[src/rtl/spi_rx_buffer_pkg.sv]
package spi_rx_buffer_pkg;

  // Action taken on the holding stage in a cycle
  typedef enum logic [1:0] {
    HOLD_KEEP  = 2'd0,
    HOLD_LOAD  = 2'd1,
    HOLD_CLEAR = 2'd2
  } hold_act_e;

  function automatic int unsigned idx_bits(input int unsigned depth);
    return (depth <= 1) ? 1 : $clog2(depth);
  endfunction

endpackage

[src/rtl/spi_rx_rst_sync.sv]
module spi_rx_rst_sync (
  input  logic clk,
  input  logic rst_n,
  output logic rst_sync_n
);

  logic [1:0] sync_q;

  always_ff @(posedge clk or negedge rst_n) begin
    if (!rst_n) begin
      sync_q <= 2'b00;
    end else begin
      sync_q <= {sync_q[0], 1'b1};
    end
  end

  assign rst_sync_n = sync_q[1];

endmodule

[src/rtl/spi_rx_ptrs.sv]
module spi_rx_ptrs #(
  parameter int unsigned DEPTH = 4,
  parameter int unsigned PTR_W = 2,
  parameter int unsigned CNT_W = 3
) (
  input  logic             clk,
  input  logic             rst_n,
  input  logic             flush,
  input  logic             wr_en,
  input  logic             pop,
  output logic             pop_ok,
  output logic             space,
  output logic [CNT_W-1:0] count,
  output logic [PTR_W-1:0] rd_ptr,
  output logic [PTR_W-1:0] wr_ptr
);

  localparam logic [CNT_W-1:0] CNT_FULL = CNT_W'(DEPTH);
  localparam logic [PTR_W-1:0] PTR_LAST = PTR_W'(DEPTH - 1);

  logic [CNT_W-1:0] count_q, count_d;
  logic [PTR_W-1:0] rd_q, rd_d;
  logic [PTR_W-1:0] wr_q, wr_d;
  logic             cnt_en, rd_en, wr_ptr_en;

  assign pop_ok = pop && (count_q != '0) && !flush;
  assign space  = (count_q != CNT_FULL);

  // next-state
  always_comb begin
    count_d   = count_q;
    rd_d      = rd_q;
    wr_d      = wr_q;
    cnt_en    = 1'b0;
    rd_en     = 1'b0;
    wr_ptr_en = 1'b0;
    if (flush) begin
      count_d   = '0;
      rd_d      = '0;
      wr_d      = '0;
      cnt_en    = 1'b1;
      rd_en     = 1'b1;
      wr_ptr_en = 1'b1;
    end else begin
      unique case ({wr_en, pop_ok})
        2'b10:   begin count_d = count_q + CNT_W'(1); cnt_en = 1'b1; end
        2'b01:   begin count_d = count_q - CNT_W'(1); cnt_en = 1'b1; end
        default: count_d = count_q;
      endcase
      if (pop_ok) begin
        rd_d  = (rd_q == PTR_LAST) ? '0 : rd_q + PTR_W'(1);
        rd_en = 1'b1;
      end
      if (wr_en) begin
        wr_d      = (wr_q == PTR_LAST) ? '0 : wr_q + PTR_W'(1);
        wr_ptr_en = 1'b1;
      end
    end
  end

  // registers
  always_ff @(posedge clk or negedge rst_n) begin
    if (!rst_n) begin
      count_q <= '0;
      rd_q    <= '0;
      wr_q    <= '0;
    end else begin
      if (cnt_en)    count_q <= count_d;
      if (rd_en)     rd_q    <= rd_d;
      if (wr_ptr_en) wr_q    <= wr_d;
    end
  end

  assign count  = count_q;
  assign rd_ptr = rd_q;
  assign wr_ptr = wr_q;

  // level never exceeds depth
  p_level_bound_r1: assert property (@(posedge clk) disable iff (!rst_n)
    count_q <= CNT_FULL);

  // pop of an empty store leaves level and index untouched
  p_empty_pop_r3: assert property (@(posedge clk) disable iff (!rst_n)
    (pop && count_q == '0 && !flush && !wr_en) |=> ($stable(count_q) && $stable(rd_q)));

  // index advances by one slot per effective pop, with wrap
  p_idx_step_r4: assert property (@(posedge clk) disable iff (!rst_n)
    (pop && count_q != '0 && !flush) |=>
      (rd_q == (($past(rd_q) == PTR_LAST) ? '0 : $past(rd_q) + PTR_W'(1))));

  // flush returns level and pointers to zero
  p_flush_zero_r10: assert property (@(posedge clk) disable iff (!rst_n)
    flush |=> (count_q == '0 && rd_q == '0 && wr_q == '0));

endmodule

[src/rtl/spi_rx_hold.sv]
module spi_rx_hold
  import spi_rx_buffer_pkg::*;
#(
  parameter int unsigned DATA_W = 16
) (
  input  logic              clk,
  input  logic              rst_n,
  input  logic              flush,
  input  logic              frame_done,
  input  logic [DATA_W-1:0] frame_data,
  input  logic              space,
  input  logic              ovwr_mode,
  output logic              wr_en,
  output logic [DATA_W-1:0] wr_data,
  output logic              hold_vld
);

  logic              vld_q;
  logic [DATA_W-1:0] data_q;
  hold_act_e         act;

  // buffer write: held frame has precedence over a fresh one
  always_comb begin
    wr_en   = 1'b0;
    wr_data = frame_data;
    if (!flush) begin
      if (vld_q) begin
        wr_en   = space;
        wr_data = data_q;
      end else begin
        wr_en   = frame_done && space;
        wr_data = frame_data;
      end
    end
  end

  // next-state action
  always_comb begin
    act = HOLD_KEEP;
    if (flush) begin
      act = HOLD_CLEAR;
    end else if (vld_q) begin
      if (space) begin
        act = frame_done ? HOLD_LOAD : HOLD_CLEAR;
      end else if (frame_done && ovwr_mode) begin
        act = HOLD_LOAD;
      end
    end else if (frame_done && !space) begin
      act = HOLD_LOAD;
    end
  end

  always_ff @(posedge clk or negedge rst_n) begin
    if (!rst_n) begin
      vld_q  <= 1'b0;
      data_q <= '0;
    end else begin
      unique case (act)
        HOLD_LOAD: begin
          vld_q  <= 1'b1;
          data_q <= frame_data;
        end
        HOLD_CLEAR: vld_q <= 1'b0;
        default:    vld_q <= vld_q;
      endcase
    end
  end

  assign hold_vld = vld_q;

  // a frame completing into a full store is retained
  p_park_r5: assert property (@(posedge clk) disable iff (!rst_n)
    (frame_done && !space && !flush && !vld_q) |=> vld_q);

  // overwrite mode replaces the held frame
  p_overwrite_r8: assert property (@(posedge clk) disable iff (!rst_n)
    (vld_q && !space && frame_done && ovwr_mode && !flush) |=> (data_q == $past(frame_data)));

  // discard mode keeps the held frame
  p_discard_r9: assert property (@(posedge clk) disable iff (!rst_n)
    (vld_q && !space && frame_done && !ovwr_mode && !flush) |=> ($stable(data_q) && vld_q));

  // held frame drains while a fresh frame replaces it
  p_drain_reload_r11: assert property (@(posedge clk) disable iff (!rst_n)
    (vld_q && space && frame_done && !flush) |=> (vld_q && data_q == $past(frame_data)));

endmodule

[src/rtl/spi_rx_store.sv]
module spi_rx_store #(
  parameter int unsigned DATA_W = 16,
  parameter int unsigned DEPTH  = 4,
  parameter int unsigned PTR_W  = 2
) (
  input  logic              clk,
  input  logic              rst_n,
  input  logic              wr_en,
  input  logic [PTR_W-1:0]  wr_ptr,
  input  logic [DATA_W-1:0] wr_data,
  input  logic              rd_en,
  input  logic [PTR_W-1:0]  rd_ptr,
  output logic [DATA_W-1:0] rd_data
);

  logic [DATA_W-1:0] slot_q [DEPTH];
  logic [DATA_W-1:0] rd_q;

  for (genvar gi = 0; gi < DEPTH; gi++) begin : g_slot
    logic slot_we;
    assign slot_we = wr_en && (wr_ptr == PTR_W'(gi));
    always_ff @(posedge clk) begin
      if (slot_we) slot_q[gi] <= wr_data;
    end
  end

  always_ff @(posedge clk or negedge rst_n) begin
    if (!rst_n) begin
      rd_q <= '0;
    end else if (rd_en) begin
      rd_q <= slot_q[rd_ptr];
    end
  end

  assign rd_data = rd_q;

  // output only moves on an effective pop
  p_data_stable_r3: assert property (@(posedge clk) disable iff (!rst_n)
    !rd_en |=> $stable(rd_q));

endmodule

[src/rtl/spi_rx_ovf.sv]
module spi_rx_ovf (
  input  logic clk,
  input  logic rst_n,
  input  logic xfer_start,
  input  logic store_full,
  input  logic hold_vld,
  input  logic clr,
  output logic ovf
);

  logic ovf_q, ovf_d, set_c;

  assign set_c = xfer_start && store_full && hold_vld;

  always_comb begin
    ovf_d = ovf_q;
    if (set_c)    ovf_d = 1'b1;
    else if (clr) ovf_d = 1'b0;
  end

  always_ff @(posedge clk or negedge rst_n) begin
    if (!rst_n) ovf_q <= 1'b0;
    else        ovf_q <= ovf_d;
  end

  assign ovf = ovf_q;

  // sticky until cleared
  p_sticky_r6: assert property (@(posedge clk) disable iff (!rst_n)
    (ovf_q && !clr) |=> ovf_q);

  // set beats a same-cycle clear
  p_set_wins_r7: assert property (@(posedge clk) disable iff (!rst_n)
    (xfer_start && store_full && hold_vld) |=> ovf_q);

  // clear without set drops the flag
  p_clear_r7: assert property (@(posedge clk) disable iff (!rst_n)
    (clr && !(xfer_start && store_full && hold_vld)) |=> !ovf_q);

endmodule

[src/rtl/spi_rx_buffer.sv]
module spi_rx_buffer
  import spi_rx_buffer_pkg::*;
#(
  parameter int unsigned DATA_W = 16,
  parameter int unsigned DEPTH  = 4,
  localparam int unsigned PTR_W = idx_bits(DEPTH),
  localparam int unsigned CNT_W = $clog2(DEPTH + 1)
) (
  input  logic              clk,
  input  logic              rst_n,
  input  logic              frame_done_i,
  input  logic [DATA_W-1:0] frame_data_i,
  input  logic              xfer_start_i,
  input  logic              pop_i,
  input  logic              flush_i,
  input  logic              ovf_clr_i,
  input  logic              ovwr_mode_i,
  output logic [DATA_W-1:0] pop_data_o,
  output logic [CNT_W-1:0]  level_o,
  output logic [PTR_W-1:0]  next_idx_o,
  output logic              ovf_o
);

  logic             rst_int_n;
  logic             wr_en, pop_ok, space, hold_vld;
  logic [DATA_W-1:0] wr_data;
  logic [PTR_W-1:0] rd_ptr, wr_ptr;
  logic [CNT_W-1:0] count;

  spi_rx_rst_sync u_rst (
    .clk        (clk),
    .rst_n      (rst_n),
    .rst_sync_n (rst_int_n)
  );

  spi_rx_ptrs #(.DEPTH(DEPTH), .PTR_W(PTR_W), .CNT_W(CNT_W)) u_ptrs (
    .clk    (clk),
    .rst_n  (rst_int_n),
    .flush  (flush_i),
    .wr_en  (wr_en),
    .pop    (pop_i),
    .pop_ok (pop_ok),
    .space  (space),
    .count  (count),
    .rd_ptr (rd_ptr),
    .wr_ptr (wr_ptr)
  );

  spi_rx_hold #(.DATA_W(DATA_W)) u_hold (
    .clk        (clk),
    .rst_n      (rst_int_n),
    .flush      (flush_i),
    .frame_done (frame_done_i),
    .frame_data (frame_data_i),
    .space      (space),
    .ovwr_mode  (ovwr_mode_i),
    .wr_en      (wr_en),
    .wr_data    (wr_data),
    .hold_vld   (hold_vld)
  );

  spi_rx_store #(.DATA_W(DATA_W), .DEPTH(DEPTH), .PTR_W(PTR_W)) u_store (
    .clk     (clk),
    .rst_n   (rst_int_n),
    .wr_en   (wr_en),
    .wr_ptr  (wr_ptr),
    .wr_data (wr_data),
    .rd_en   (pop_ok),
    .rd_ptr  (rd_ptr),
    .rd_data (pop_data_o)
  );

  spi_rx_ovf u_ovf (
    .clk        (clk),
    .rst_n      (rst_int_n),
    .xfer_start (xfer_start_i),
    .store_full (!space),
    .hold_vld   (hold_vld),
    .clr        (ovf_clr_i),
    .ovf        (ovf_o)
  );

  assign level_o    = count;
  assign next_idx_o = rd_ptr;

  // an effective pop without a write lowers the level by one
  p_pop_level_r2: assert property (@(posedge clk) disable iff (!rst_int_n)
    (pop_i && level_o != '0 && !flush_i && !wr_en) |=> (level_o == $past(level_o) - CNT_W'(1)));

  // flush leaves the flag alone
  p_flush_flag_r10: assert property (@(posedge clk) disable iff (!rst_int_n)
    (flush_i && !ovf_clr_i && !xfer_start_i) |=> (ovf_o == $past(ovf_o)));

endmodule

[config.mk]
export PLATFORM = sky130hd
export DESIGN_NAME = spi_rx_buffer
export DESIGN_NICKNAME = d
export VERILOG_FILES = /design/src/rtl/spi_rx_buffer_pkg.sv /design/src/rtl/spi_rx_rst_sync.sv /design/src/rtl/spi_rx_ptrs.sv /design/src/rtl/spi_rx_hold.sv /design/src/rtl/spi_rx_store.sv /design/src/rtl/spi_rx_ovf.sv /design/src/rtl/spi_rx_buffer.sv
export SDC_FILE = /design/constraint.sdc
export NUM_CORES = 1
export LEC_CHECK = 0
export BUFFER_PORTS_ARGS = -buffer_cell sky130_fd_sc_hd__buf_4
export CORE_ASPECT_RATIO = 0.5
export CORE_MARGIN = 2
export CORE_UTILIZATION = 40
export DETAILED_ROUTE_END_ITERATION = 12
export GPL_TIMING_DRIVEN = 1
export RECOVER_POWER = 25
export SLEW_MARGIN = 10
export SYNTH_ARGS = -nofsm -noshare
export SYNTH_HDL_FRONTEND = slang
export SYNTH_SLANG_ARGS = --single-unit
[constraint.sdc]
create_clock -name clk -period 1.6 [get_ports clk]
set_input_delay 0.24 -clock clk [delete_from_list [all_inputs] [get_ports clk]]
set_output_delay 0.24 -clock clk [all_outputs]
set_load 0.01 [all_outputs]
==> results_dict.tcl <==
set metrics [dict create \
    tightestPinTransition_ns 0.889 \
    max_freq_ghz 0.480 \
    cts.path.max_buffers 2 \
    worstPathArrival_ns 2.32 \
    syn_inst 240 \
    place.gp.congestion 0.720 \
    crit_path_max_incr_delay_ns 0.42 \
    p_leak_nw 2.29 \
    syn_area_sq_um 4480 \
    cts_buffers 9 \
    start_util 0.409 \
    hold_path.class "input pin to flip-flop" \
    die_w_um 154 \
    grt.overflow.total 0 \
    rsz0062_at_grt "true" \
    synth_seq_cells 107 \
    ioPinCount 46 \
    antenna_left 0 \
    hold_viol_final 0 \
    track_usage 0.150 \
    synth-edff-count 64 \
    rows 27 \
    cp.required_ns 1.83 \
    final.setup_skew_ns 0.00766 \
    drt-pass1-iter-count 4 \
    multiInputGateArea_sq_um 1560 \
    slew_viol_final 0 \
    period_share 1.30 \
    crit_slowest_cell "dfrtp_1" \
    die_h_um 78.8 \
    die_area_sq_um 12100 \
    setup-violations-final 36 \
    grt_pass1_wl_um 13300 \
    clk_pin_slew_ns 0.07 \
    diodes 0 \
    status "complete, but fails checks" \
    worstPathMaxFanout 4 \
    startpoint_type "flip-flop" \
    postLayoutSetupSlackWorst_ns -0.484 \
    mostFrequentLayoutCells "64 x edfxtp_1, 61 x buf_4, 41 x dfrtp_1, 25 x mux2_4, 24 x mux2_2" \
    vias 2362 \
    insertion_delay_ns 0.35 \
    avgViaCountPerCell 4.99 \
    period_minus_slack_ns 2.08 \
    syn_to_final_growth_pct 28.6 \
    first_global_vias 2500 \
    drv_cap 0 \
    htreeDepth 3 \
    cts_tree "yes" \
    yosys_most_used_dff "edfxtp_1" \
    syn_avg_cell_area_sq_um 18.7 \
    yosysUniqueCellTypes 38 \
    drtIter0Drc 57 \
    seq_area_sq_um 3000 \
    grt_max_degree 35 \
    critPathCaptureType "flip-flop" \
    power.total_mw 8.53 \
    fin_nets 357 \
    yosys_warnings 0 \
    finalWirelength_um 8730 \
    routedWlPerCell_um 18.5 \
    setup-tns-final_ns -9.41 \
    io_buffers 45 \
    detail_route.drc_violations 0 \
    cts_root_buf "clkbuf_16" \
    seq_area_frac_synth 0.669 \
    crit_type "flip-flop to flip-flop" \
    violations "setup timing" \
    core_sq_um 10900 \
    mostFrequentLayoutCell "edfxtp_1" \
    drive_gt1_frac 0.524 \
    dpl.hpwl_um 5080 \
    antenna_found_initial 0 \
    vdd_ir_drop_max_uv 640 \
    p_per_area_nw_per_um2 1480 \
    crit_chain "nor3b_4 > nor3_2 > inv_1 > ha_4 > fa_2 > nand2b_4 > a21oi_4 > mux2_4" \
    nFillCells 928 \
    synth_async_sr_flop_share 0.402 \
    slew_headroom 0.408 \
    cts_sinks 107 \
    synthesis.nets 274 \
]
[per-stage QoR]
stage / utilization / worst slack (ns) / hold WS [ns] / std cells / area (sq um)
6_report: 0.526 / -0.484 / 0.0782 / 473 / 5760
3_5_place_dp: 0.473 / -0.504 / 0.0238 / 441 / 5180
5_1_grt: 0.526 / -0.576 / 0.107 / 473 / 5760
3_3_place_gp: 0.473 / -0.423 / 0.0251 / 441 / 5180
4_1_cts: 0.526 / -0.481 / 0.0672 / 471 / 5760
2_1_floorplan: - / -0.690 / -0.0556 / 240 / 4550
[Yosys cell counts, types with 2 or more instances]
library cell / n / area [sq um]
o21ai_0: 3 / 15.0
mux2_4: 8 / 120
mux2i_1: 3 / 30.0
nand3b_1: 2 / 15.0
clkbuf_1: 2 / 7.51
edfxtp_1: 64 / 1920
mux4_1: 8 / 210
and2_1: 4 / 25.0
mux4_2: 8 / 180
mux2_2: 41 / 462
dfrtp_1: 43 / 1080
buf_6: 3 / 33.8
buf_2: 3 / 15.0
ha_1: 9 / 113
inv_1: 8 / 30.0
nor2_1: 5 / 18.8
o31ai_1: 2 / 15.0
a21oi_1: 4 / 20.0
[worst max-delay path, delay by kind of cell, from the launching register on]
| family | cells | cell delay (ns) |
|---|---|---|
| flops | 1 | 0.42 |
| compound gates | 1 | 0.13 |
| simple gates | 3 | 0.51 |
| buf+inv | 1 | 0.10 |
| fa+ha+maj | 2 | 0.51 |
| mux | 1 | 0.31 |
[kinds of logic after synthesis]
| group | synth area share |
|---|---|
| DFF | 0.669 |
| muxes | 0.224 |
| and+or+nand+nor | 0.0299 |
| buffers and inverters | 0.0254 |
| AOI/OAI and AO/OA | 0.0195 |
| adders and majority gates | 0.0296 |
| other | 0.000837 |
| xor gates and xnor gates | 0.00196 |
[where the power goes]
part	internal [mW]	switching, mW	leakage, nW
combinational	1.42	0.988	1.04
sequential	3.73	0.290	1.12
clock	1.08	1.02	0.134
[layout make-up]
| cell class | count | area share |
|---|---|---|
| repair buffers | 79 | 0.121 |
| multi-input cells | 118 | 0.271 |
| well taps | 145 | 0.0315 |
| clock inverters | 7 | 0.0111 |
| inverters | 8 | 0.00565 |
| clock buffers | 9 | 0.0391 |
| flip-flops and latches | 107 | 0.521 |
[state kept, by name (all words and copies together) (netlist names)]
signal           flops
u_rst.sync_q         2
u_ptrs.wr_ptr        2
u_ptrs.count         3
u_store.rd_data     16
u_ptrs.rd_ptr        2
u_store.slot_q      64
u_ovf.ovf            1
u_hold.hold_vld      1
u_hold.data_q       16
[repair_timing]
action | 4_1_cts | 5_1_grt
pin swaps | 11 | 7
hold buffers | 1 | 0
buffers inserted | 13 | 3
resized for setup | 39 | 9
cloned | 1 | 3
hold endpoints to repair | 2 | 0
setup endpoints to repair | 164 | 164
[routing by layer]
layer / wire length, um / share of wire / GRT usage / vias to the layer above
li1: - / - / - / 1097
met2: 4390 / 0.50 / 0.260 / 43
met5: 0 / 0 / 0 / -
met3: 338 / 0.039 / 0.0486 / 12
met1: 3880 / 0.44 / 0.180 / 1210
met4: 115 / 0.013 / 0.0523 / 0
[path summary, 6_finish.rpt]
check	start	end	slack, ns	cells after the start
setup / recovery	u_ptrs.count[2]$_DFFE_PN0P_	u_ptrs.count[2]$_DFFE_PN0P_	-0.48	8
hold / removal	ovf_clr_i	u_ovf.ovf$_DFFE_PN0P_	0.08	2
setup reg to reg	u_ptrs.count[2]$_DFFE_PN0P_	u_ptrs.count[2]$_DFFE_PN0P_	-0.48	8
hold reg to reg	u_rst.sync_q[1]$_DFF_PN0_	u_ptrs.count[2]$_DFFE_PN0P_	0.16	0
max in group asynchronous	u_rst.sync_q[1]$_DFF_PN0_	u_hold.data_q[13]$_DFFE_PN0N_	0.24	1
min in group asynchronous	u_rst.sync_q[1]$_DFF_PN0_	u_ptrs.count[2]$_DFFE_PN0P_	0.16	0
Power figures use the tool's default switching activity.
